$ cat src/rtl/ecc_err_log.sv
module ecc_err_log #(
  parameter int AW = 19,
  parameter int SW = 8
) (
  input  logic          clk,
  input  logic          rst_n,
  input  logic          ce_in,
  input  logic          ue_in,
  input  logic [AW-1:0] fail_addr,
  input  logic [SW-1:0] fail_syn,
  input  logic          wr_en,
  input  logic [31:0]   wr_data,
  output logic [31:0]   rd_data,
  output logic          nmi_pulse,
  output logic          serr_pulse,
  output logic          scrub_req
);
  localparam int SYN_LO  = 4;
  localparam int ADDR_LO = SYN_LO + SW;

  logic          scrub_dis_q, serr_en_q, nmi_en_q;
  logic          sbe_q, mbe_q;
  logic [AW-1:0] addr_q;
  logic [SW-1:0] syn_q;
  logic          nmi_q, serr_q;

  wire clr  = wr_en & wr_data[1] & wr_data[0];
  wire free = ~(sbe_q | mbe_q) | clr;
  wire cap  = free & (ce_in | ue_in);

  always_ff @(posedge clk) begin
    if (!rst_n) begin
      scrub_dis_q <= 1'b0;
      serr_en_q   <= 1'b0;
      nmi_en_q    <= 1'b0;
      sbe_q       <= 1'b0;
      mbe_q       <= 1'b0;
      addr_q      <= '0;
      syn_q       <= '0;
      nmi_q       <= 1'b0;
      serr_q      <= 1'b0;
    end else begin
      if (wr_en) begin
        scrub_dis_q <= wr_data[31];
        serr_en_q   <= wr_data[3];
        nmi_en_q    <= wr_data[2];
      end
      if (cap) begin
        mbe_q  <= ue_in;
        sbe_q  <= ~ue_in;
        addr_q <= fail_addr;
        syn_q  <= fail_syn;
      end else if (clr) begin
        mbe_q <= 1'b0;
        sbe_q <= 1'b0;
      end
      nmi_q  <= cap & ~ue_in & nmi_en_q;
      serr_q <= cap & ue_in & serr_en_q;
    end
  end

  assign rd_data    = {scrub_dis_q, addr_q, syn_q, serr_en_q, nmi_en_q, mbe_q, sbe_q};
  assign nmi_pulse  = nmi_q;
  assign serr_pulse = serr_q;
  assign scrub_req  = ce_in & ~ue_in & ~scrub_dis_q;
endmodule

$ cat config.mk
export PLATFORM = sky130hd
export DESIGN_NAME = ecc_err_log
export DESIGN_NICKNAME = d
export VERILOG_FILES = /design/src/rtl/ecc_err_log.sv
export SDC_FILE = /design/constraint.sdc
export NUM_CORES = 1
export LEC_CHECK = 0
export BUFFER_PORTS_ARGS = -buffer_cell sky130_fd_sc_hd__clkbuf_2
export CORE_MARGIN = 5
export CORE_UTILIZATION = 41
export CTS_CLUSTER_SIZE = 16
export DETAILED_ROUTE_END_ITERATION = 7
export PLACE_DENSITY = 0.77
export SYNTH_ARGS = -nofsm -noshare
export SYNTH_HDL_FRONTEND = slang
export SYNTH_SLANG_ARGS = --single-unit
$ cat constraint.sdc
create_clock -name clk -period 1.18 [get_ports clk]
set_input_delay 0.118 -clock clk [delete_from_list [all_inputs] [get_ports clk]]
set_output_delay 0.118 -clock clk [all_outputs]
set_load 0.02 [all_outputs]
== Yosys cells after proc, flatten, opt, wreduce, memory -nomap -nowiden ==
Index checks and enable logic that the tools add are counted.
Storage, ports and cells
  flip-flop bits (word level): 34
  bits of input ports: 64
  output and inout bits: 35
  logic and storage cells: 28
Operators by class
  mux-type cells: 3
  bitwise operators: 15
  reduce and logical (&&, ||, !) cells: 1
Operator list (count)
  AND 1 bit: 9
  2-to-1 mux 1 bit: 3
  NOT 1 bit: 3
  OR 1 bit: 3
  nonzero test 2 bit: 1

== Logic depth before layout (Yosys ltp) ==
Gate-level depths: netlist of run 1.
  word-level depth: 6
  gate-level depth with buffers: 5
  gate-level depth less buffers: 3

== Worst setup path after synthesis of run 1 ==
Ideal clock, no wire load.
  path type: reg-to-reg
  start point: register mbe_q
  end point: register addr_q[0]
  cell stages (with the launch flop): 6
  arrival: 1032 ps
  period minus slack after synthesis: 1138 ps
  path slack: 42 ps
  data required time: 1074 ps
  buffers on the path: 2
  path through: dfxtp_1 -> nor2_1 -> buf_2 -> clkbuf_1 -> nand2_1 -> o311ai_0
Between the ends
  cells in the longest elaborated chain, start to end: 4
RTL lines
  from (decl): RTL line 22  | logic sbe_q, mbe_q;
  from (signal assigned): RTL line 49  | mbe_q <= ue_in;
  OR 1 bit: RTL line 28  | wire free = ~(sbe_q | mbe_q) | clr;
  NOT 1 bit: RTL line 28
  OR 1 bit: RTL line 28
  AND 1 bit: RTL line 29  | wire cap = free & (ce_in | ue_in);
  to (signal assigned): RTL line 51  | addr_q <= fail_addr;
  to (decl): RTL line 23  | logic [AW-1:0] addr_q;
Every way passes these cells.
A chain may end at the register's enable or synchronous reset.

== Worst setup path in the final report of run 1 ==
  start point: input ue_in
  end point: output scrub_req
Between the ends
  cells in the longest elaborated chain, start to end: 3
RTL lines
  from (decl): RTL line 8  | input logic ue_in,
  NOT 1 bit: RTL line 65  | assign scrub_req = ce_in & ~ue_in & ~scrub_dis_q;
  AND 1 bit (2 in series): RTL line 65
  to (decl): RTL line 16  | output logic scrub_req
Every way passes these cells.

==> results of run 1 <==
==> cell type report <==
type	count	area, um2
Fill cell	445	2307
Clock buffer	7	86.33
Tap cell	67	83.83
Sequential cell	34	680.7
Multi-Input combinational cell	154	1109
Timing Repair Buffer	79	451.7
Clock inverter	1	5.005
==> registers in the layout, indices dropped and copies added (netlist names) <==
signal / cells
addr_q: 19
syn_q: 8
mbe_q: 1
nmi_en_q: 1
nmi_pulse: 1
sbe_q: 1
scrub_dis_q: 1
serr_en_q: 1
serr_pulse: 1
==> worst paths after layout <==
| path | start | cells after the start | endpoint |
|---|---|---|---|
| setup reg to reg | sbe_q | 3 | addr_q[6] |
| hold / removal | wr_data[31] | 3 | scrub_dis_q |
| hold reg to reg | addr_q[1] | 2 | addr_q[1] |
| setup / recovery | ue_in | 5 | scrub_req |
==> synthesized netlist by cell type (2+ instances only) <==
cell | count | area (um2)
o311ai_0 | 13 | 113.9
clkbuf_2 | 2 | 10.01
buf_6 | 4 | 45.04
clkbuf_1 | 10 | 37.54
buf_4 | 6 | 45.04
a32oi_1 | 27 | 236.5
dfxtp_1 | 34 | 680.7
o2111a_1 | 2 | 22.52
o311ai_1 | 14 | 122.6
buf_2 | 11 | 55.05
mux2i_1 | 3 | 30.03
o211a_1 | 27 | 270.3
nand2_1 | 55 | 206.5
nor2b_1 | 4 | 25.02
==> layer usage <==
layer / up-vias / part of all wire, % / track usage (%) / wire length, um
met1: 958 / 45 / 20.03 / 2350
met2: 53 / 49 / 27.07 / 2549
li1: 979 / - / - / -
met5: - / 0 / 0 / 0
met4: 0 / 1.1 / 5.068 / 57
met3: 6 / 5.6 / 4.966 / 295
==> report_power, final <==
group / leakage [uW] / switching [uW] / internal, uW / total (uW)
logic: 0.000833 / 498 / 303 / 801
clock network: 0.0000482 / 420 / 471 / 891
registers: 0.000281 / 93.7 / 1270 / 1360
==> worst max-delay path: stages <==
cell	delay (ps)
clkbuf_2	150
buf_8	240
and2b_1	220
nor2b_1	120
clkbuf_2	150
==> what timing repair did <==
action                     CTS  global route
setup endpoints to repair   28             6
gates resized for setup      2             7
hold buffers                 0             0
buffers inserted             0             0
==> metrics by stage <==
stage / hold WS [ps] / utilization [%] / worst slack (ps)
after floorplan: 287.5 / - / 41.59
after global placement: 379.3 / 48.87 / -324.4
after detailed placement: 393.9 / 48.87 / -444.7
after CTS: 99.10 / 50.99 / 7.538
after global routing: 100.4 / 51.15 / 1.894
final: 102.7 / 51.15 / 51.99
==> cell families (layout without fill, tap and decap cells) <==
kind of cell	after synthesis	after routing	share of synthesized area (%)
mux	3	3	1.498
simple gates	65	65	13.55
flops	34	34	33.96
buf+inv	35	87	11.36
compound gates	86	86	39.64
==> impl_metrics.csv, run 1 <==
group,metric,value,unit
worst_setup_path,worstPathArrival,1010,ps
routing,antenna_left,0,
power_and_ir_drop,ir_drop,521.7,uV
global_route,grt_usage,16.29,%
global_route,grt_max_degree,66,
sta,setup_viol,0,
clock_tree,cts.sinks,34,
layout,drive_gt1_share,33.45,%
layout,layout.nets,338,
clock_tree,path_clk_slew,60,ps
floorplan,die_area,6387,um2
clock_tree,cts.path.max_buffers,2,
sta,slew_headroom,57.50,%
floorplan,fp.dieH,79.92,um
synthesis,synth_area,2004,um2
sta,fmax,886.5,MHz
run,cap_viol_max_count,0,
synthesis,syn-mean-instance-area,8.988,um2
placed_design,gp_congestion,0.8016,
placed_design,dp.cells,334,
layout,final_cell_mix,"clkbuf_2 (71), nand2_1 (55), dfxtp_1 (34)",
synthesis,ys_ff_latch,34,
routing,num_vias,1996,
synthesis,synthFlopType,"dfxtp_1",
routing,drt-vias-per-instance,5.836,
floorplan,core_area,4723,um2
global_route,grt-ovfl-total,0,
sta,setup-tns-final,0,ps
synthesis,async_flop_share,0,%
floorplan,ios,99,
worst_setup_path,worstSetupStartpointType,"input pin",
sta,finalHoldViolations,0,
synthesis,syn_nets,287,
run_status,outcome,"finished, final reports clean",
sta,skew,6.662,ps
worst_setup_path,required,1060,ps
placed_design,postPlaceCellArea,2308,um2
global_route,grt_pass1_wl,8307,um
worst_setup_path,path_max_fanout,30,
min_path,hp-class,"input pin to register",
floorplan,die_w,79.92,um
synthesis,ys_seq_area_share,33.96,%
sta,slew_viol_final,0,
synthesis,yosys_warnings,0,
routing,drt_wl_total,5252,um
clock_tree,htree_levels,2,
clock_tree,root_buffer,"clkbuf_8",
synthesis,synth.lib_cells_used.distinct,25,
floorplan,start_util,42.44,%
power_and_ir_drop,power_density,1264,nW/um2
worst_setup_path,regToRegSetupSlack,120,ps
worst_setup_path,end_kind,"primary output",
power_and_ir_drop,power,3055,uW
global_route,grt_pass1_vias,1730,
layout,final_cells,342,
layout,final_common_cell,"clkbuf_2",
sta,rsz0062_at_grt,"false",
placed_design,numPortBuffers,71,
power_and_ir_drop,p_leak,0.001162,uW
routing,firstDrtPassIters,4,
routing,avgRoutedWirePerCell,15.36,um
layout,design_area,2416,um2
sta,worst_pin_slew,636.0,ps
synthesis,synth_edf_count,0,
placed_design,dpl.hpwl,3331,um
layout,syn_to_final_growth,20.54,%
routing,drtIter0Drc,142,
global_route,grt_antenna_before_repair,0,
worst_setup_path,worstSetupPathType,"input pin to primary output",
synthesis,syn_inst,223,
sta,fin_crit,1128,ps
clock_tree,cts_buffers,5,
clock_tree,worstSkewPairLatency,280,ps
layout,antenna_cells,0,
sta,finalCritPeriodShare,95.59,%
clock_tree,cts_tree,"yes",
floorplan,row_count,25,
routing,drcViolationCount,0,
No activity file was read; power rests on OpenSTA's default activity.
==> run 2, diff against run 1 <==
--- a/config.mk
+++ b/config.mk
@@ -11,6 +11,8 @@
 export CTS_CLUSTER_SIZE = 16
 export DETAILED_ROUTE_END_ITERATION = 7
 export PLACE_DENSITY = 0.77
+export REMOVE_ABC_BUFFERS = 1
 export SYNTH_ARGS = -nofsm -noshare
 export SYNTH_HDL_FRONTEND = slang
 export SYNTH_SLANG_ARGS = --single-unit
+export TNS_END_PERCENT = 1
==> run 2 against run 1 <==
  * Critical path depth stayed put
  * Non-clock buffer count stayed put
  * Wire length is 2.2% lower
  * Clock power is 52% higher
  * Power is 15% higher
  * Combinational power is 2% higher
  * Sequential share of layout area is 0.82 points lower
  * Clock skew is 2.0 ps higher
  * Cell count stayed put
  * Sequential power hardly changed
  * Worst setup slack worse by 12 ps
  * Largest power group unchanged
==> impl_metrics.csv, run 2 (synthesis results as in run 1) <==
group,metric,value,unit
routing,drcViolationCount,0,
clock_tree,cts.path.max_buffers,2,
sta,worst_pin_slew,676.0,ps
floorplan,fp.dieH,79.92,um
clock_tree,cts.sinks,34,
sta,finalHoldViolations,0,
global_route,use_met2,25.41,%
clock_tree,root_buffer,"clkbuf_8",
routing,drt_wl_total,5135,um
layout,fill_cells,455,
floorplan,row_count,25,
run_status,outcome,"finished, final reports clean",
floorplan,die_w,79.92,um
global_route,grt-ovfl-total,0,
layout,final_cell_mix,"clkbuf_2 (71), nand2_1 (55), dfxtp_1 (34)",
clock_tree,worstSkewPairLatency,290,ps
layout,layout.nets,338,
layout,max_flop_register,"addr_q",
floorplan,core_area,4723,um2
worst_setup_path,worstSetupPathType,"input pin to primary output",
global_route,grt-busiest-layer,"met2",
layout,top_regs,"addr_q (19), syn_q (8)",
sta,finalCritPeriodShare,96.63,%
layout,final_common_cell,"clkbuf_2",
routing,drtIter0Drc,100,
global_route,grt_use_met3,3.837,%
power_and_ir_drop,power_density,1415,nW/um2
power_and_ir_drop,ir_drop,868.5,uV
worst_setup_path,worstSetupStartpointType,"input pin",
sta,skew,8.694,ps
sta,fin_crit,1140,ps
routing,firstDrtPassIters,5,
placed_design,numPortBuffers,71,
layout,largest_reg_flops,19,
routing,avgRoutedWirePerCell,15.01,um
sta,setup_viol,0,
sta,rsz0062_at_grt,"false",
layout,regArea,680.7,um2
layout,syn_to_final_growth,24.16,%
floorplan,die_area,6387,um2
global_route,grt_pass1_wl,8307,um
sta,slew_viol_final,0,
routing,num_vias,1971,
global_route,grt_util_met1,21.52,%
run,cap_viol_max_count,0,
power_and_ir_drop,p_leak,0.001192,uW
placed_design,gp_congestion,0.7081,
clock_tree,path_clk_slew,80,ps
global_route,grt_usage,16.05,%
sta,fin_ws,39.75,ps
worst_setup_path,worstPathArrival,1020,ps
global_route,grt_max_degree,58,
min_path,hp-class,"input pin to register",
worst_setup_path,required,1060,ps
layout,multi_input_area,1109,um2
clock_tree,cts_buffers,5,
layout,drive_gt1_share,33.82,%
global_route,grt_antenna_before_repair,0,
placed_design,pre_cts_slack,-423.0,ps
sta,slew_headroom,54.82,%
routing,drt-vias-per-instance,5.763,
worst_setup_path,path_max_fanout,30,
floorplan,ios,99,
layout,antenna_cells,0,
sta,timing.hold.ws,85.91,ps
placed_design,dpl.hpwl,3222,um
sta,fmax,877.0,MHz
clock_tree,cts_tree,"yes",
clock_tree,cts_hold_buf,0,
floorplan,start_util,42.44,%
worst_setup_path,end_kind,"primary output",
routing,antenna_left,0,
clock_tree,htree_levels,2,
global_route,grt_pass1_vias,1760,
run 2: cell types whose count changed in the layout (fill, tap and decap cells not counted), sizes merged:
cell | before | now
bufinv | 0 | 2
clkinv | 1 | 0
clkbuf | 78 | 77
run 2: report_power, final:
| group | internal, uW | total [uW] | switching, uW |
|---|---|---|---|
| clock | 902 | 1350 | 444 |
| combinational | 318 | 816 | 498 |
| sequential | 1270 | 1360 | 91.6 |
run 2: timing repair:
item,in CTS,in global routing
endpoints found under the setup margin,28,4
cloned,0,0
gates resized for setup,3,4
buffers inserted,0,0
run 2: worst max-delay path, stage by stage:
cell and delay (ps):
clkbuf_2 120, buf_6 260, and2b_1 230, nor2b_1 130, clkbuf_2 150
run 2: routing by layer:
layer | vias to the layer above | part of all wire [%] | wire length (um)
li1 | 975 | - | -
met1 | 928 | 47 | 2402
met2 | 61 | 46 | 2341
met3 | 7 | 6.6 | 337
met4 | 0 | 1.1 | 54
met5 | - | 0 | 0
run 2: worst paths after layout:
kind	start	end	slack [ps]	cells past startpoint
setup / recovery	ue_in	scrub_req	40	5
hold / removal	wr_data[31]	scrub_dis_q	90	3
setup reg to reg	mbe_q	addr_q[6]	120	3
hold reg to reg	addr_q[8]	addr_q[8]	500	2
run 2: through the flow:
stage | area, um2 | total power, uW | TNS [ps] | util, % | cells
global placement | 2333 | 2178 | -9316 | 49.40 | 334
detailed placement | 2333 | 2197 | -10920 | 49.40 | 334
global route | 2489 | 3703 | 0 | 52.69 | 342
finish | 2489 | 3522 | 0 | 52.69 | 342
floorplan | 1777 | 1795 | -40570 | - | 188
CTS | 2489 | 3540 | 0 | 52.69 | 342
run 2: cell type report:
class	instances	share of cell area [%]
well taps	67	3.369
clock buffers	6	3.318
clock inverters	2	2.413
multi-input cells	154	44.54
flip-flops and latches	34	27.35
repair buffers	79	19.00
==> run 3, diff against run 2 <==
--- a/config.mk
+++ b/config.mk
@@ -7,10 +7,11 @@
 export LEC_CHECK = 0
 export BUFFER_PORTS_ARGS = -buffer_cell sky130_fd_sc_hd__clkbuf_2
 export CORE_MARGIN = 5
-export CORE_UTILIZATION = 41
+export CORE_UTILIZATION = 49
 export CTS_CLUSTER_SIZE = 16
 export DETAILED_ROUTE_END_ITERATION = 7
-export PLACE_DENSITY = 0.77
+export GPL_TIMING_DRIVEN = 0
+export PLACE_DENSITY = 0.86
 export REMOVE_ABC_BUFFERS = 1
 export SYNTH_ARGS = -nofsm -noshare
 export SYNTH_HDL_FRONTEND = slang
==> constraint.sdc (replaced) <==
create_clock -name clk -period 1.4 [get_ports clk]
set_input_delay 0.14 -clock clk [delete_from_list [all_inputs] [get_ports clk]]
set_output_delay 0.14 -clock clk [all_outputs]
set_load 0.05 [all_outputs]
==> run 3 against run 2 <==
  * Clock skew down 4.4 ps
  * Power is 19% lower
  * Worst setup slack improved by 53 ps
  * Hold slack better by 32 ps
  * Non-clock buffer count decreased by 6
  * Cell area is 5.5% lower
  * Register-to-register slack gained 160 ps
  * Via count is 1.5% lower
  * Wire length down 6.1%
  * Clock power decreased by 39%
  * Count of clock-buffer cells in the layout is 2 higher
  * Combinational power increased by 7.4%
  * Critical path type unchanged
  * Largest power group unchanged
==> impl_metrics.csv, run 3 (synthesis results as in run 1) <==
group,metric,value,unit
placed_design,dpl.hpwl,3019,um
global_route,grt-ovfl-total,0,
sta,rsz0062_at_grt,"false",
worst_setup_path,endpoint,"scrub_req",
sta,fmax,765.2,MHz
clock_tree,root_buffer,"clkbuf_8",
worst_setup_path,r2r-end,"syn_q[4]",
clock_tree,cts_buffers,5,
layout,largest_reg_flops,19,
worst_setup_path,regToRegSetupSlack,280,ps
worst_setup_path,worstPathArrival,1170,ps
placed_design,gp_congestion,0.6922,
power_and_ir_drop,power_density,1213,nW/um2
sta,finalHoldViolations,0,
min_path,hp-class,"input pin to register",
layout,antenna_cells,0,
global_route,grt_pass1_vias,1793,
worst_setup_path,end_kind,"primary output",
global_route,grt_antenna_before_repair,0,
worst_setup_path,worstPathCellList,"clkbuf_4 -> and2b_1 -> nor2b_1 -> clkbuf_2",
layout,layout.nets,332,
routing,num_vias,1941,
sta,slew_viol_final,0,
clock_tree,worstSkewPairLatency,280,ps
worst_setup_path,worstSetupStartpointType,"input pin",
floorplan,fp.dieH,73.96,um
layout,fill_cells,352,
global_route,grt_usage,18.26,%
placed_design,postPlaceCellArea,2225,um2
worst_setup_path,max_stage_delay,320,ps
layout,final_cell_mix,"clkbuf_2 (68), nand2_1 (55), dfxtp_1 (34)",
clock_tree,htree_levels,2,
clock_tree,cts.path.max_buffers,2,
routing,avgRoutedWirePerCell,15.12,um
worst_setup_path,crit_path_start,"ue_in",
worst_setup_path,required,1260,ps
layout,drive_gt1_share,32.34,%
layout,regArea,680.7,um2
floorplan,start_util,50.47,%
worst_setup_path,cp_slowest_cell,"and2b_1",
routing,drcViolationCount,0,
global_route,grt_pass1_wl,7935,um
layout,multi_input_area,1109,um2
worst_setup_path,path_buf_inv,2,
layout,syn_to_final_growth,17.35,%
worst_setup_path,path_delay_family,"buffers and inverters",
worst_setup_path,worstSetupPathType,"input pin to primary output",
layout,max_flop_register,"addr_q",
worst_setup_path,timing.rr.start,"sbe_q",
sta,setup_viol,0,
floorplan,row_count,23,
clock_tree,cts_tree,"yes",
floorplan,die_area,5470,um2
worst_setup_path,path_max_fanout,31,
sta,timing.hold.ws,117.9,ps
sta,skew,4.280,ps
floorplan,die_w,73.96,um
global_route,grt_max_degree,90,
placed_design,numPortBuffers,71,
floorplan,core_area,3971,um2
sta,worst_pin_slew,856.4,ps
power_and_ir_drop,ir_drop,653.1,uV
clock_tree,cts_hold_buf,0,
routing,drtIter0Drc,156,
sta,fin_crit,1307,ps
layout,design_area,2352,um2
run_status,outcome,"finished, final reports clean",
run,cap_viol_max_count,0,
sta,slew_headroom,42.91,%
routing,antenna_left,0,
placed_design,pre_cts_slack,-594.6,ps
layout,top_regs,"addr_q (19), syn_q (8)",
power_and_ir_drop,p_leak,0.001130,uW
sta,finalCritPeriodShare,93.34,%
routing,drt_wl_total,4822,um
sta,fin_ws,93.22,ps
clock_tree,cts.sinks,34,
routing,drt-vias-per-instance,6.085,
layout,final_common_cell,"clkbuf_2",
routing,firstDrtPassIters,4,
clock_tree,path_clk_slew,70,ps
worst_setup_path,reg2reg_depth,3,
floorplan,ios,99,
worst_setup_path,timing.critical_path.depth,4,
[run 3: cell count changes in the layout (fill, tap and decap cells not counted)]
cell and change:
clkbuf_4 +3, buf_12 -3, bufinv_16 -2, buf_4 -1
buf_6 -2, clkbuf_8 +2, o311ai_0 +4, clkbuf_2 -3
o311ai_1 -4
[run 3: what timing repair did]
action / CTS / global route
pin swaps: 0 / 1
setup buffers: 0 / 1
setup endpoints to repair: 28 / 1
gates resized for setup: 3 / 0
[run 3: per-stage QoR]
stage,setup TNS [ps],total power [uW],util [%],instances
after floorplan,-38390,1742,-,188
after global placement,-56010,1999,55.26,309
after detailed placement,-15440,2037,56.02,310
after CTS,0,2879,59.04,318
after global routing,0,3004,59.23,319
final,0,2854,59.23,319
[run 3: routing by layer]
metal / track usage (%) / up-vias / part of all wire, %
met2: 33.27 / 75 / 48
met5: 0 / - / 0
li1: - / 966 / -
met4: 5.433 / 0 / 0.39
met1: 20.44 / 898 / 43
met3: 5.405 / 2 / 8.4
[run 3: cell type report]
class	count	share of cell area (%)
multi-input combinational	154	47.13
timing repair buffer	73	16.60
tap	50	2.660
sequential	34	28.94
clock buffer	8	4.681
[run 3: how the worst min path moves through the flow]
stage | start | to | slack (ps) | cells past startpoint
finish | wr_data[31] | scrub_dis_q | 120 | 3
global route | wr_data[31] | scrub_dis_q | 130 | 3
CTS | wr_data[31] | scrub_dis_q | 110 | 3
floorplan | rst_n | nmi_en_q | 270 | 1
global placement | wr_data[2] | nmi_en_q | 390 | 3
detailed placement | wr_data[31] | scrub_dis_q | 410 | 3
[run 3: report_power, final]
group          switching (uW)  internal (uW)  leakage (uW)
Clock                     334            496     0.0000575
Sequential               76.9           1070      0.000281
Combinational             639            237      0.000792
[run 3: worst min-delay path: cells and delay by family]
family | cells | cell delay (ps)
mux | 1 | 60
buf+inv | 1 | 80
simple gates | 1 | 90
